### src/rtl/rdma_pkg.sv
package rdma_pkg;
  localparam logic [3:0] OFS_CMD    = 4'h0;
  localparam logic [3:0] OFS_STAT   = 4'h7;
  localparam logic [3:0] OFS_ADR_LO = 4'h8;
  localparam logic [3:0] OFS_ADR_HI = 4'h9;
  localparam logic [3:0] OFS_CNT_LO = 4'hA;
  localparam logic [3:0] OFS_CNT_HI = 4'hB;
  localparam logic [3:0] OFS_CFG    = 4'hE;

  localparam logic [2:0] OP_READ  = 3'd1;
  localparam logic [2:0] OP_WRITE = 3'd2;

  localparam int DONE_BIT = 6;
  localparam int WORD_BIT = 0;
  localparam int LANES    = 2;
  localparam int LANE_W   = 8;
  localparam int DATA_W   = LANES * LANE_W;

  typedef enum logic [1:0] {
    XF_IDLE  = 2'd0,
    XF_READ  = 2'd1,
    XF_WRITE = 2'd2
  } xf_mode_e;
endpackage

### src/rtl/rdma_regfile.sv
module rdma_regfile
  import rdma_pkg::*;
#(
  parameter int ADDR_W = 16,
  parameter int CNT_W  = 16
) (
  input  logic              clk,
  input  logic              rst_n,
  input  logic              reg_we,
  input  logic [3:0]        reg_addr,
  input  logic [7:0]        reg_wdata,
  output logic [7:0]        reg_rdata,
  input  logic [ADDR_W-1:0] cur_addr,
  input  logic [CNT_W-1:0]  cur_cnt,
  input  logic              done_set,
  output logic              cmd_hit,
  output logic              cmd_load,
  output xf_mode_e          cmd_mode,
  output logic [ADDR_W-1:0] start_addr,
  output logic [CNT_W-1:0]  start_cnt,
  output logic              word_mode,
  output logic              done
);
  localparam int AHI_W = ADDR_W - 8;
  localparam int CHI_W = CNT_W - 8;

  logic [1:0] page;
  logic [2:0] op_rb;
  logic       page0;
  logic       cmd_wr;
  logic [2:0] op;
  logic       op_rd, op_wrt, op_kill;
  logic       cnt_zero;
  logic       zero_start;
  logic       stat_clr;

  assign page0      = (page == 2'b00);
  assign cmd_wr     = reg_we && (reg_addr == OFS_CMD);
  assign op         = reg_wdata[5:3];
  assign op_rd      = (op == OP_READ);
  assign op_wrt     = (op == OP_WRITE);
  assign op_kill    = op[2];
  assign cnt_zero   = (start_cnt == '0);
  assign cmd_load   = cmd_wr && (op_rd || op_wrt);
  assign cmd_hit    = cmd_wr && (op_rd || op_wrt || op_kill);
  assign zero_start = cmd_load && cnt_zero;
  assign stat_clr   = reg_we && page0 && (reg_addr == OFS_STAT) && reg_wdata[DONE_BIT];

  always_comb begin
    cmd_mode = XF_IDLE;
    if (cmd_load && !cnt_zero) begin
      cmd_mode = op_rd ? XF_READ : XF_WRITE;
    end
  end

  always_ff @(posedge clk) begin
    if (!rst_n) begin
      page       <= '0;
      op_rb      <= '0;
      start_addr <= '0;
      start_cnt  <= '0;
      word_mode  <= 1'b0;
      done       <= 1'b0;
    end else begin
      if (cmd_wr) begin
        page  <= reg_wdata[7:6];
        op_rb <= op;
      end
      if (reg_we && page0) begin
        case (reg_addr)
          OFS_ADR_LO: start_addr[7:0]        <= reg_wdata;
          OFS_ADR_HI: start_addr[ADDR_W-1:8] <= reg_wdata[AHI_W-1:0];
          OFS_CNT_LO: start_cnt[7:0]         <= reg_wdata;
          OFS_CNT_HI: start_cnt[CNT_W-1:8]   <= reg_wdata[CHI_W-1:0];
          OFS_CFG:    word_mode              <= reg_wdata[WORD_BIT];
          default: ;
        endcase
      end
      if (done_set || zero_start) begin
        done <= 1'b1;
      end else if (stat_clr) begin
        done <= 1'b0;
      end
    end
  end

  always_comb begin
    reg_rdata = '0;
    case (reg_addr)
      OFS_CMD:    reg_rdata = {page, op_rb, 3'b000};
      OFS_STAT:   if (page0) reg_rdata[DONE_BIT] = done;
      OFS_ADR_LO: if (page0) reg_rdata = cur_addr[7:0];
      OFS_ADR_HI: if (page0) reg_rdata = 8'(cur_addr >> 8);
      OFS_CNT_LO: if (page0) reg_rdata = cur_cnt[7:0];
      OFS_CNT_HI: if (page0) reg_rdata = 8'(cur_cnt >> 8);
      OFS_CFG:    if (page0) reg_rdata[WORD_BIT] = word_mode;
      default: ;
    endcase
  end
endmodule

### src/rtl/rdma_engine.sv
module rdma_engine
  import rdma_pkg::*;
#(
  parameter int ADDR_W = 16,
  parameter int CNT_W  = 16
) (
  input  logic              clk,
  input  logic              rst_n,
  input  logic              cmd_hit,
  input  logic              cmd_load,
  input  xf_mode_e          cmd_mode,
  input  logic [ADDR_W-1:0] start_addr,
  input  logic [CNT_W-1:0]  start_cnt,
  input  logic              word_mode,
  input  logic              wr_valid,
  input  logic              rd_fire,
  input  logic              slot_free,
  output logic [ADDR_W-1:0] cur_addr,
  output logic [CNT_W-1:0]  cur_cnt,
  output logic              wr_ready,
  output logic              wr_fire,
  output logic              fetch_issue,
  output logic              wide_now,
  output logic              done_set
);
  xf_mode_e          mode;
  logic              xfer_word;
  logic [CNT_W-1:0]  step_c;
  logic [ADDR_W-1:0] step_a;
  logic              item_done;
  logic              last;

  assign wide_now    = xfer_word && (cur_cnt > CNT_W'(1));
  assign step_c      = wide_now ? CNT_W'(2) : CNT_W'(1);
  assign step_a      = wide_now ? ADDR_W'(2) : ADDR_W'(1);
  assign wr_ready    = (mode == XF_WRITE) && !cmd_hit;
  assign wr_fire     = wr_ready && wr_valid;
  assign fetch_issue = (mode == XF_READ) && !cmd_hit && slot_free && (cur_cnt != '0);
  assign item_done   = wr_fire || ((mode == XF_READ) && rd_fire);
  assign last        = (cur_cnt == step_c);
  assign done_set    = item_done && last;

  always_ff @(posedge clk) begin
    if (!rst_n) begin
      mode      <= XF_IDLE;
      cur_addr  <= '0;
      cur_cnt   <= '0;
      xfer_word <= 1'b0;
    end else if (cmd_hit) begin
      mode <= cmd_mode;
      if (cmd_load) begin
        cur_addr  <= start_addr;
        cur_cnt   <= start_cnt;
        xfer_word <= word_mode;
      end
    end else begin
      if (wr_fire || fetch_issue) begin
        cur_addr <= cur_addr + step_a;
      end
      if (item_done) begin
        cur_cnt <= cur_cnt - step_c;
        if (last) begin
          mode <= XF_IDLE;
        end
      end
    end
  end
endmodule

### src/rtl/rdma_fetch_buf.sv
module rdma_fetch_buf
  import rdma_pkg::*;
(
  input  logic              clk,
  input  logic              rst_n,
  input  logic              flush,
  input  logic              fetch_issue,
  input  logic              fetch_wide,
  input  logic [DATA_W-1:0] mem_rdata,
  input  logic              rd_ready,
  output logic              rd_valid,
  output logic [DATA_W-1:0] rd_data,
  output logic              rd_fire,
  output logic              slot_free
);
  logic              inflight;
  logic              wide_q;
  logic              held;
  logic [DATA_W-1:0] cap_data;

  assign rd_valid  = held && !flush;
  assign rd_fire   = rd_valid && rd_ready;
  assign slot_free = !inflight && !held;

  for (genvar g = 0; g < LANES; g++) begin : g_cap
    logic lane_on;
    assign lane_on = (g == 0) ? 1'b1 : wide_q;
    assign cap_data[g*LANE_W +: LANE_W] = lane_on ? mem_rdata[g*LANE_W +: LANE_W] : '0;
  end

  always_ff @(posedge clk) begin
    if (!rst_n) begin
      inflight <= 1'b0;
      wide_q   <= 1'b0;
      held     <= 1'b0;
      rd_data  <= '0;
    end else if (flush) begin
      inflight <= 1'b0;
      held     <= 1'b0;
    end else begin
      inflight <= fetch_issue;
      if (fetch_issue) begin
        wide_q <= fetch_wide;
      end
      if (inflight) begin
        held    <= 1'b1;
        rd_data <= cap_data;
      end else if (rd_fire) begin
        held <= 1'b0;
      end
    end
  end
endmodule

### src/rtl/rdma_port_top.sv
module rdma_port_top
  import rdma_pkg::*;
#(
  parameter int ADDR_W = 16,
  parameter int CNT_W  = 16
) (
  input  logic              clk,
  input  logic              rst_n,
  input  logic              reg_we,
  input  logic [3:0]        reg_addr,
  input  logic [7:0]        reg_wdata,
  output logic [7:0]        reg_rdata,
  input  logic              wr_valid,
  output logic              wr_ready,
  input  logic [DATA_W-1:0] wr_data,
  output logic              rd_valid,
  input  logic              rd_ready,
  output logic [DATA_W-1:0] rd_data,
  output logic              mem_req,
  output logic              mem_we,
  output logic [LANES-1:0]  mem_be,
  output logic [ADDR_W-1:0] mem_addr,
  output logic [DATA_W-1:0] mem_wdata,
  input  logic [DATA_W-1:0] mem_rdata,
  output logic              done
);
  logic              cmd_hit, cmd_load;
  xf_mode_e          cmd_mode;
  logic [ADDR_W-1:0] start_addr, cur_addr;
  logic [CNT_W-1:0]  start_cnt, cur_cnt;
  logic              word_mode;
  logic              done_set;
  logic              wr_fire, fetch_issue, wide_now;
  logic              rd_fire, slot_free;

  rdma_regfile #(.ADDR_W(ADDR_W), .CNT_W(CNT_W)) u_regs (
    .clk        (clk),
    .rst_n      (rst_n),
    .reg_we     (reg_we),
    .reg_addr   (reg_addr),
    .reg_wdata  (reg_wdata),
    .reg_rdata  (reg_rdata),
    .cur_addr   (cur_addr),
    .cur_cnt    (cur_cnt),
    .done_set   (done_set),
    .cmd_hit    (cmd_hit),
    .cmd_load   (cmd_load),
    .cmd_mode   (cmd_mode),
    .start_addr (start_addr),
    .start_cnt  (start_cnt),
    .word_mode  (word_mode),
    .done       (done)
  );

  rdma_engine #(.ADDR_W(ADDR_W), .CNT_W(CNT_W)) u_eng (
    .clk         (clk),
    .rst_n       (rst_n),
    .cmd_hit     (cmd_hit),
    .cmd_load    (cmd_load),
    .cmd_mode    (cmd_mode),
    .start_addr  (start_addr),
    .start_cnt   (start_cnt),
    .word_mode   (word_mode),
    .wr_valid    (wr_valid),
    .rd_fire     (rd_fire),
    .slot_free   (slot_free),
    .cur_addr    (cur_addr),
    .cur_cnt     (cur_cnt),
    .wr_ready    (wr_ready),
    .wr_fire     (wr_fire),
    .fetch_issue (fetch_issue),
    .wide_now    (wide_now),
    .done_set    (done_set)
  );

  rdma_fetch_buf u_buf (
    .clk         (clk),
    .rst_n       (rst_n),
    .flush       (cmd_hit),
    .fetch_issue (fetch_issue),
    .fetch_wide  (wide_now),
    .mem_rdata   (mem_rdata),
    .rd_ready    (rd_ready),
    .rd_valid    (rd_valid),
    .rd_data     (rd_data),
    .rd_fire     (rd_fire),
    .slot_free   (slot_free)
  );

  assign mem_req  = fetch_issue || wr_fire;
  assign mem_we   = wr_fire;
  assign mem_addr = cur_addr;

  for (genvar g = 0; g < LANES; g++) begin : g_lane
    logic lane_on;
    assign lane_on = (g == 0) ? 1'b1 : wide_now;
    assign mem_be[g] = lane_on;
    assign mem_wdata[g*LANE_W +: LANE_W] = lane_on ? wr_data[g*LANE_W +: LANE_W] : '0;
  end
endmodule

### config.mk
export PLATFORM = sky130hd
export DESIGN_NAME = rdma_port_top
export DESIGN_NICKNAME = d
export VERILOG_FILES = /design/src/rtl/rdma_pkg.sv /design/src/rtl/rdma_regfile.sv /design/src/rtl/rdma_engine.sv /design/src/rtl/rdma_fetch_buf.sv /design/src/rtl/rdma_port_top.sv
export SDC_FILE = /design/constraint.sdc
export NUM_CORES = 1
export LEC_CHECK = 0
export BUFFER_PORTS_ARGS = -buffer_cell sky130_fd_sc_hd__buf_2
export CAP_MARGIN = 0
export CORE_ASPECT_RATIO = 0.8
export CORE_MARGIN = 8
export CORE_UTILIZATION = 45
export CTS_CLUSTER_SIZE = 24
export DETAILED_ROUTE_END_ITERATION = 12
export PLACE_DENSITY_LB_ADDON = 0.05
export SLEW_MARGIN = 15
export SYNTH_ARGS = -nofsm -noshare
export SYNTH_HDL_FRONTEND = slang
export SYNTH_HIERARCHICAL = 1
export SYNTH_SLANG_ARGS = --single-unit
### constraint.sdc
create_clock -name clk -period 10.6 [get_ports clk]
set_input_delay 0.53 -clock clk [delete_from_list [all_inputs] [get_ports clk]]
set_output_delay 0.53 -clock clk [all_outputs]
set_load 0.02 [all_outputs]
==> results.yml <==
floorplan:
  io_pins: 112
  coreArea_um2: 11300
  die_w_um: 136
  dieHeight_um: 112
  start_util_pct: 45.4
  fp.dieArea_um2: 15100
  rows: 35
power_and_ir_drop:
  power_frac_seq_pct: 48.3
  p_leak_nw: 2.35
  p_clk_share_pct: 44.6
  ir_worst_vdd_uv: 63.8
  power.internal_uw: 556
  p_sw_share_pct: 24.4
  switchingPower_uw: 179
  power.density_nw_per_um2: 125
  combPwrFrac_pct: 7.1
yosys:
  syn-num-nets: 650
  synth_edf_count: 0
  syn-cell-area_um2: 5150
  synth_ff_type: "dfxtp_1"
  avgSynthCellArea_um2: 8.66
  synthCells: 595
  synth.distinct_cells: 79
  synth_warnings: 6
  ys_seq_area_share_pct: 36.1
  synth-seq-cells: 93
  postSynth.asyncResetShare_pct: 0
placement:
  gp_congestion: 0.931
  dp_slack_ps: 6420
  dp_hpwl_um: 11900
  port_buffers: 94
  dp.cells: 795
cells_and_area:
  drive_gt1_share_pct: 22.5
  utilization_pct: 51.8
  antenna_cells: 0
  final_cell_mix: "buf_2 (94), dfxtp_1 (93), nand2_1 (81), nand3_1 (34), nor2_1 (30)"
  fin_cells: 811
  syn2layout_area_growth_pct: 14.1
  layout_commonest_cell: "buf_2"
  nNetsFinal: 713
status:
  status: "finished, final reports clean"
timing:
  min_period_ps: 3930
  setup-tns-final_ps: 0
  hold_viol_final: 0
  layout_setup_ws_ps: 6670
  worstMarginPinSlew_ps: 915
  max_slew_margin_pct: 38.6
  max_freq_ghz: 0.255
  slew_violations: 0
  hold_ws_ps: 421
  finalSetupViolCount: 0
  period_share_pct: 37.0
  skew_ps: 7.38
  rsz0062_at_grt: "no"
setup_path:
  crit_chain: "nor4_4 > nand4_1 > o21ai_0 > buf_4 > ha_1 > inv_1 > fa_1 > nor3_1 > nand3_1 > or4b_1 > mux2i_1 > a221oi_1"
  crit_path_max_incr_delay_ps: 560
  endpoint: "u_eng/cur_cnt[14]$_SDFFE_PN0P_"
  reg2regPathDepth: 12
  reg2reg_setup_slack_ps: 6670
  start_kind: "flop"
  critPathRequiredTime_ps: 10820
  r2r-end: "u_eng/cur_cnt[14]$_SDFFE_PN0P_"
  critPathArrivalTime_ps: 4150
  cp_max_fo: 9
  crit_path_end_kind: "flop"
  crit_path_start: "u_eng/cur_cnt[6]$_SDFFE_PN0P_"
  path_class: "flop to flop"
  r2r-start: "u_eng/cur_cnt[6]$_SDFFE_PN0P_"
  slowest_stage: "or4b_1"
flow_run:
  maxCapViolations: 0
drt:
  vias: 4761
  drt-total-wl_um: 16200
  drt_first_pass_iters: 7
  drc: 0
  drt_iter0_drc: 450
  wl_per_cell_um: 19.9
  antenna_left: 0
  routed_via_density: 5.87
grt:
  grt_pass1_vias: 4354
  grt_overflow: 0
  grt_antenna_before_repair: 0
  grt_max_degree: 80
  track_usage_pct: 20.6
  grt_pass1_wl_um: 24600
clocking:
  post_cts_buffers: 0
  clk_latency_ps: 340
  cts-root-buf: "clkbuf_16"
  cts_buffers: 9
  htreeDepth: 3
  clockBufferDepth: 2
  ctsResizeCount: 0
  clk_pin_slew_worst_paths_ps: 70
  cts_hold_buf: 0
  clock-sinks: 93
  cts_tree: "yes"
min_path:
  min_path_type: "input port to flop"
-- layer usage --
metal	global-route usage (%)	vias up	wire length [um]
met5	0	-	0
met4	4.73	0	175
met3	4.28	18	956
met2	31.4	143	7440
met1	29.0	2320	7600
li1	-	2280	-
-- sequential cells by signal (all words and copies together) (netlist names) --
name,count
u_buf/rd_data,16
u_eng/mode,2
u_buf/g_cap.lane_on,1
u_regs/page,2
u_eng/cur_addr,16
u_regs/op_rb,3
u_buf/held,1
u_eng/xfer_word,1
u_regs/start_cnt,16
u_regs/done,1
u_buf/inflight,1
u_eng/cur_cnt,16
u_regs/word_mode,1
u_regs/start_addr,16
-- stage by stage --
stage	instance area, um^2	total power [mW]
2_1_floorplan	5150	0.401
3_3_place_gp	5570	0.414
3_5_place_dp	5570	0.415
4_1_cts	5870	0.740
5_1_grt	5880	0.757
6_report	5880	0.736
-- cell families after synthesis --
kind of cell | after synthesis | share of synthesized area (%)
AND/OR/NAND/NOR | 248 | 26.6
AO/OA/AOI/OAI | 147 | 19.8
multiplexers | 32 | 8.16
other | 1 | 0.0728
adder cells (fa/ha/maj) | 6 | 1.75
flip-flops | 93 | 36.1
buffers and inverters | 63 | 6.58
XOR/XNOR | 5 | 0.850
-- cells in the mapped netlist, drive strengths merged, types with 9 or more instances --
master	count	area share, %
nor4	11	1.6
nand2	83	6.1
and2	11	1.3
nand3	40	4.8
nor2b	24	2.9
nand4	9	1.4
nor2	31	2.6
o21ai	38	3.8
a211oi	13	1.9
a21oi	27	2.7
buf	27	4.0
mux2i	24	4.7
a21boi	22	3.4
dfxtp	93	36
clkbuf	20	1.5
inv	15	1.1
-- worst min path at each step --
stage / endpoint / depth (start not counted) / startpoint
after global placement: u_buf/rd_data[11]$_SDFFE_PN0P_ / 2 / u_buf/rd_data[11]$_SDFFE_PN0P_
after CTS: u_buf/rd_data[0]$_SDFFE_PN0P_ / 3 / mem_rdata[0]
after detailed placement: u_buf/rd_data[10]$_SDFFE_PN0P_ / 2 / u_buf/rd_data[10]$_SDFFE_PN0P_
final: u_buf/rd_data[5]$_SDFFE_PN0P_ / 3 / mem_rdata[5]
after floorplan: u_eng/xfer_word$_SDFFE_PN0P_ / 2 / u_eng/xfer_word$_SDFFE_PN0P_
after global routing: u_buf/rd_data[7]$_SDFFE_PN0P_ / 3 / mem_rdata[7]
-- layout make-up --
cell class	count	area (um^2)
flip-flops and latches	93	1860
fillers	1109	5470
repair buffers	99	508
multi-input cells	439	2960
well taps	148	185
clock inverters	6	71.3
clock buffers	10	229
inverters	16	60.1
-- power groups by stage --
stage | registers (mW) | logic (mW) | clock network [mW]
6_report | 0.355 | 0.0526 | 0.328
5_1_grt | 0.355 | 0.0567 | 0.345
4_1_cts | 0.355 | 0.0520 | 0.332
3_5_place_dp | 0.363 | 0.0517 | 0
3_3_place_gp | 0.363 | 0.0511 | 0
2_1_floorplan | 0.362 | 0.0389 | 0
-- critical path: cells and delay by family, from the launching register on --
family                     cells  cell delay (ps)
and+or+nand+nor                5             1920
adders and majority gates      2              590
DFF                            1              460
AOI/OAI and AO/OA              2              440
buffers and inverters          2              260
muxes                          1              140
Note: power is estimated with default switching activity, not from simulation.
